`src/rtl/nanp_pkg.sv`:
```
package nanp_pkg;

  localparam int WORD_W = 64;
  localparam int NFMT   = 2;
  localparam int SP_W   = 32;

  typedef enum logic [1:0] {
    CLS_NUM  = 2'd0,
    CLS_QNAN = 2'd1,
    CLS_SNAN = 2'd2
  } nan_cls_e;

  typedef enum logic [1:0] {
    PICK_ORDERED   = 2'd0,
    PICK_FIRST     = 2'd1,
    PICK_SECOND    = 2'd2,
    PICK_MAGNITUDE = 2'd3
  } pick_pol_e;

  // Format index 0 is single, 1 is double.
  function automatic int fmt_width(input int f);
    return (f == 0) ? 32 : 64;
  endfunction

  function automatic int fmt_exp(input int f);
    return (f == 0) ? 8 : 11;
  endfunction

endpackage

```
`src/rtl/nanp_classify.sv`:
```
module nanp_classify
  import nanp_pkg::*;
#(
  parameter int W = WORD_W
) (
  input  logic [W-1:0] word,
  input  logic         fmt_dbl,
  input  logic         sig_msb_hi,
  output nan_cls_e     cls,
  output logic [W-2:0] mag,
  output logic         neg
);

  nan_cls_e cls_f [NFMT];

  for (genvar f = 0; f < NFMT; f++) begin : g_fmt
    localparam int FW = fmt_width(f);
    localparam int EW = fmt_exp(f);
    localparam int MW = FW - 1 - EW;
    logic [EW-1:0] ex;
    logic [MW-1:0] fr;
    always_comb begin
      ex = word[FW-2 -: EW];
      fr = word[MW-1:0];
      if (ex != '1 || fr == '0) begin
        cls_f[f] = CLS_NUM;
      end else if (fr[MW-1] == sig_msb_hi) begin
        cls_f[f] = CLS_SNAN;
      end else begin
        cls_f[f] = CLS_QNAN;
      end
    end
  end

  always_comb begin
    cls = fmt_dbl ? cls_f[1] : cls_f[0];
    neg = fmt_dbl ? word[W-1] : word[SP_W-1];
    mag = fmt_dbl ? word[W-2:0] : {{(W-SP_W){1'b0}}, word[SP_W-2:0]};
  end

endmodule

```
`src/rtl/nanp_choose.sv`:
```
module nanp_choose
  import nanp_pkg::*;
(
  input  nan_cls_e  cls_a,
  input  nan_cls_e  cls_b,
  input  pick_pol_e policy,
  input  logic      a_larger,
  output logic      take_b
);

  logic a_nan, b_nan;

  always_comb begin
    a_nan  = (cls_a != CLS_NUM);
    b_nan  = (cls_b != CLS_NUM);
    take_b = 1'b0;
    unique case (policy)
      PICK_ORDERED: begin
        if (cls_a == CLS_SNAN)      take_b = 1'b0;
        else if (cls_b == CLS_SNAN) take_b = 1'b1;
        else if (a_nan)             take_b = 1'b0;
        else                        take_b = 1'b1;
      end
      PICK_FIRST:  take_b = !a_nan;
      PICK_SECOND: take_b = b_nan;
      PICK_MAGNITUDE: begin
        if (!a_nan)                 take_b = 1'b1;
        else if (!b_nan)            take_b = 1'b0;
        else if (cls_a != cls_b)    take_b = (cls_b == CLS_QNAN);
        else                        take_b = !a_larger;
      end
      default: take_b = 1'b0;
    endcase
  end


  always_comb begin
    if (policy == PICK_SECOND && cls_b != CLS_NUM) begin
      second_pol_chk: assert (take_b);
    end
  end

endmodule

```
`src/rtl/nanp_shape.sv`:
```
module nanp_shape
  import nanp_pkg::*;
#(
  parameter int W = WORD_W
) (
  input  logic [W-1:0] word,
  input  logic         fmt_dbl,
  input  logic         sig_msb_hi,
  input  logic         is_snan,
  input  logic         dnan_mode,
  output logic [W-1:0] result
);

  logic [W-1:0] shaped_f [NFMT];

  for (genvar f = 0; f < NFMT; f++) begin : g_fmt
    localparam int FW = fmt_width(f);
    localparam int EW = fmt_exp(f);
    localparam int MW = FW - 1 - EW;
    logic [FW-1:0] q;
    logic [FW-1:0] dflt;
    always_comb begin
      q = word[FW-1:0];
      if (is_snan) begin
        if (sig_msb_hi) begin
          q[MW-1] = 1'b0;
          q[MW-2] = 1'b1;
        end else begin
          q[MW-1] = 1'b1;
        end
      end
      dflt            = '0;
      dflt[FW-2 -: EW] = '1;
      if (sig_msb_hi) dflt[MW-2:0] = '1;
      else            dflt[MW-1]   = 1'b1;
      shaped_f[f] = W'(dnan_mode ? dflt : q);
    end
  end

  assign result = fmt_dbl ? shaped_f[1] : shaped_f[0];

endmodule

```
`src/rtl/nan_pick_unit.sv`:
```
module nan_pick_unit
  import nanp_pkg::*;
(
  input  logic [63:0] op_a,
  input  logic [63:0] op_b,
  input  logic        fmt_dbl,
  input  logic [1:0]  policy_sel,
  input  logic        dnan_mode,
  input  logic        sig_msb_hi,
  output logic [63:0] result,
  output logic        invalid
);

  localparam int W = WORD_W;

  nan_cls_e     cls_a, cls_b;
  logic [W-2:0] mag_a, mag_b;
  logic         neg_a, neg_b;
  logic         a_larger, take_b, sel_snan;
  logic [W-1:0] sel_word;

  nanp_classify #(.W(W)) u_cls_a (
    .word(op_a), .fmt_dbl(fmt_dbl), .sig_msb_hi(sig_msb_hi),
    .cls(cls_a), .mag(mag_a), .neg(neg_a)
  );

  nanp_classify #(.W(W)) u_cls_b (
    .word(op_b), .fmt_dbl(fmt_dbl), .sig_msb_hi(sig_msb_hi),
    .cls(cls_b), .mag(mag_b), .neg(neg_b)
  );

  always_comb begin
    if (mag_a != mag_b) a_larger = (mag_a > mag_b);
    else                a_larger = !neg_a && neg_b;
  end

  nanp_choose u_choose (
    .cls_a(cls_a), .cls_b(cls_b), .policy(pick_pol_e'(policy_sel)),
    .a_larger(a_larger), .take_b(take_b)
  );

  always_comb begin
    sel_word = take_b ? op_b : op_a;
    sel_snan = take_b ? (cls_b == CLS_SNAN) : (cls_a == CLS_SNAN);
    invalid  = (cls_a == CLS_SNAN) || (cls_b == CLS_SNAN);
  end

  nanp_shape #(.W(W)) u_shape (
    .word(sel_word), .fmt_dbl(fmt_dbl), .sig_msb_hi(sig_msb_hi),
    .is_snan(sel_snan), .dnan_mode(dnan_mode), .result(result)
  );

  logic [63:0] a_used;
  logic        any_nan;
  assign a_used  = fmt_dbl ? op_a : {32'h0, op_a[31:0]};
  assign any_nan = (cls_a != CLS_NUM) || (cls_b != CLS_NUM);

  always_comb begin

    if (dnan_mode) begin
      dnan_chk: assert (result == (fmt_dbl ?
        (sig_msb_hi ? 64'h7FF7_FFFF_FFFF_FFFF : 64'h7FF8_0000_0000_0000) :
        (sig_msb_hi ? 64'h0000_0000_7FBF_FFFF : 64'h0000_0000_7FC0_0000)));
    end

    if (!fmt_dbl) begin
      upper_zero_chk: assert (result[63:32] == 32'h0);
    end

    if (invalid) begin
      inv_src_chk: assert (fmt_dbl ? (op_a[62:52] == '1 || op_b[62:52] == '1)
                                   : (op_a[30:23] == '1 || op_b[30:23] == '1));
    end

    if (any_nan && !dnan_mode) begin
      quiet_out_chk: assert (fmt_dbl
        ? (result[62:52] == '1 && (sig_msb_hi ? (!result[51] && result[50:0] != '0) : result[51]))
        : (result[30:23] == '1 && (sig_msb_hi ? (!result[22] && result[21:0] != '0) : result[22])));
    end

    if (policy_sel == 2'd1 && cls_a == CLS_QNAN && !dnan_mode) begin
      first_pol_chk: assert (result == a_used);
    end
  end

endmodule

```
`config.mk`:
```
export PLATFORM = sky130hd
export DESIGN_NAME = nan_pick_unit
export DESIGN_NICKNAME = d
export VERILOG_FILES = /design/src/rtl/nanp_pkg.sv /design/src/rtl/nanp_classify.sv /design/src/rtl/nanp_choose.sv /design/src/rtl/nanp_shape.sv /design/src/rtl/nan_pick_unit.sv
export SDC_FILE = /design/constraint.sdc
export NUM_CORES = 1
export LEC_CHECK = 0
export BUFFER_PORTS_ARGS = -buffer_cell sky130_fd_sc_hd__buf_4
export CORE_MARGIN = 2
export CORE_UTILIZATION = 48
export DETAILED_ROUTE_END_ITERATION = 7
export PLACE_DENSITY = 0.85
export REMOVE_ABC_BUFFERS = 1
export SETUP_SLACK_MARGIN = 0.15
export SLEW_MARGIN = 20
export SYNTH_ARGS = -nofsm -noshare
export SYNTH_HDL_FRONTEND = slang
export SYNTH_SLANG_ARGS = --single-unit
```
`constraint.sdc`:
```
create_clock -name vclk -period 4.5
set_input_delay 0.225 -clock vclk [all_inputs]
set_output_delay 0.225 -clock vclk [all_outputs]
set_load 0.005 [all_outputs]
```
==> out/metrics.csv <==
metric;value;unit
Die H;92.1;µm
top cell type's share of synthesized area;0.212;
fin area;5240;µm²
area delta synth->final;40.6;%
RSZ-0062 raised after global routing;false;
main combinational cell family by area after synthesis;simple AND/OR/NAND/NOR gates;
PortBufs;198;
number of distinct library cells after synthesis;53;
Die Wd;92.1;µm
Synthesis Warnings;0;
most used cell, CP;buf_4;
CP max stage delay;0.38;ns
core footprint;7610;µm²
synth cell count leaders;a21oi_1, ha_1, mux2i_1;
layer with the highest usage;met2;
share of cells above drive strength 1;0.298;
post-cts hold buffer count;0;
Syn Inst Count;539;
crit path max fanout;75;
WL/cell;16.7;µm
fmax;0.255;GHz
clk_buf instances;0;
crit start category;input pin;
final wirelength;13600;µm
final hold violation count;0;
worst slew margin relative to its limit;0.279;
PwrDens;95.9;nW/µm²
Post-layout nets;912;
vias per cell;6.16;
Std-Cell Rows;32;
worst hold start;op_a[63];
Max rail drop VDD;0.0476;mV
Final Max Tran Viols;0;
met1 Usage GRT;0.364;
initial cell density of the core;0.489;
crit path DAT;3.70;ns
cell with the most instances after synthesis;a21oi_1;
worst min path class;input pin to output port;
Synth area leader;ha_1;
area of the multi-input gates;3440;µm²
antenna violations before repair;0;
GPL Wtd Cong;1.02;
Pleak;0.00278;µW
critical path's slowest cell;buf_4;
Synth Area per Inst;6.91;µm²
vias in the first global route;4757;
vias;5023;
fin crit share;0.872;
largest net degree at the start of global routing;76;
global-route wire length before repair;21700;µm
drt pass-1 iters;6;
remaining antenna violation count;0;
max-cap violations;0;
final setup vio count;0;
total congestion overflow;0;
kind of critical path;input pin to output port;
CP cell instances;buf_6, nand2_1, ha_1, and4_1, nor4bb_1, buf_4, nand4_1, o2111ai_1, o21ai_0, o2bb2ai_1, a21o_4, buf_4, mux2i_1, o221ai_1, buf_4;
mux contribution to synthesized area;0.171;
outcome;finished clean;
Post-Synth Adder-Cell Area;0.212;
Seq/Total Area, Yosys;0;
antenna diode count;0;
die area;8480;µm²
met2 Use GR;0.559;
Sequential Area;0;µm²
xor and xnor fraction of the mapped netlist area;0;
flip-flop and latch count;0;
GRT Resource Usage Total;0.300;
Compound-Gate Fraction of Synth Area;0.231;
worst endpoint required time;4.28;ns
Synth area leaders;ha_1, mux2i_1, a21oi_1;
DPL Wire Length;11300;µm
Netlist Area Pre-Place;3720;µm²
Synth Area in Simple Gates;0.307;
GR Util met3;0.0312;
worst-margin pin slew;1.07;ns
worst hold slack;0.787;ns
DRC;0;
Critical path origin;fmt_dbl;
Post-DP Area;5230;µm²
Crit. End Element;output port;
Starting DRT DRC Count;393;
I/O pins;198;
min Tclk post-route;3.92;ns
Layout fillers;651;
[metrics by stage]
step	setup slack [ns]	cells	util	setup TNS [ns]	power (µW)
5_1_grt	0.261	816	0.688	0	551
4_1_cts	0.479	816	0.688	0	498
2_1_floorplan	-0.361	512	-	-4.24	234
6_report	0.578	816	0.688	0	502
3_3_place_gp	0.660	816	0.688	0	480
3_5_place_dp	0.497	816	0.688	0	496
[routing by layer]
metal  vias up  part of all wire
met5         -                 0
met3        47             0.082
met4         0             0.026
met2       282              0.48
li1       2395                 -
met1      2299              0.41
[cell usage in the layout (no fill, tap or decap), types with 20 or more instances in the layout]
| cell | n |
|---|---|
| a21oi_1 | 71 |
| and2_1 | 33 |
| buf_4 | 200 |
| ha_1 | 63 |
| inv_1 | 35 |
| mux2i_1 | 62 |
| nand2_1 | 52 |
| nand4_1 | 31 |
| nor4_1 | 24 |
| o21ai_0 | 20 |
[critical path: cells and delay by family]
family,cells,cell delay [ns]
multiplexers,1,0.24
AO/OA/AOI/OAI,5,1.10
buffers and inverters,4,1.06
AND/OR/NAND/NOR,4,0.73
adder cells (fa/ha/maj),1,0.33
[layout make-up]
type,instances,area share
inverter,37,0.0265
timing repair buffer,202,0.293
tap,102,0.0244
multi-input combinational,475,0.656
[path summary, 6_finish.rpt]
| kind | to | depth (start not counted) |
|---|---|---|
| hold / removal | result[63] | 4 |
| setup / recovery | result[21] | 15 |
[timing repair]
item | in CTS | in global routing
setup buffers | 0 | 0
endpoints found under the hold margin | 0 | 0
gates resized for setup | 0 | 1
setup endpoints to repair | 0 | 3
[where the power goes]
part | switching [µW] | internal [µW]
clock | 0 | 0
sequential | 0 | 0
combinational | 247 | 255
total | 247 | 255
[cells by family (layout without fill, tap and decap cells)]
kind of cell,count (synthesis),after routing
simple gates,205,205
buf+inv,64,239
compound gates,144,144
fa+ha+maj,63,63
mux,63,63
Power figures use the tool's default switching activity.
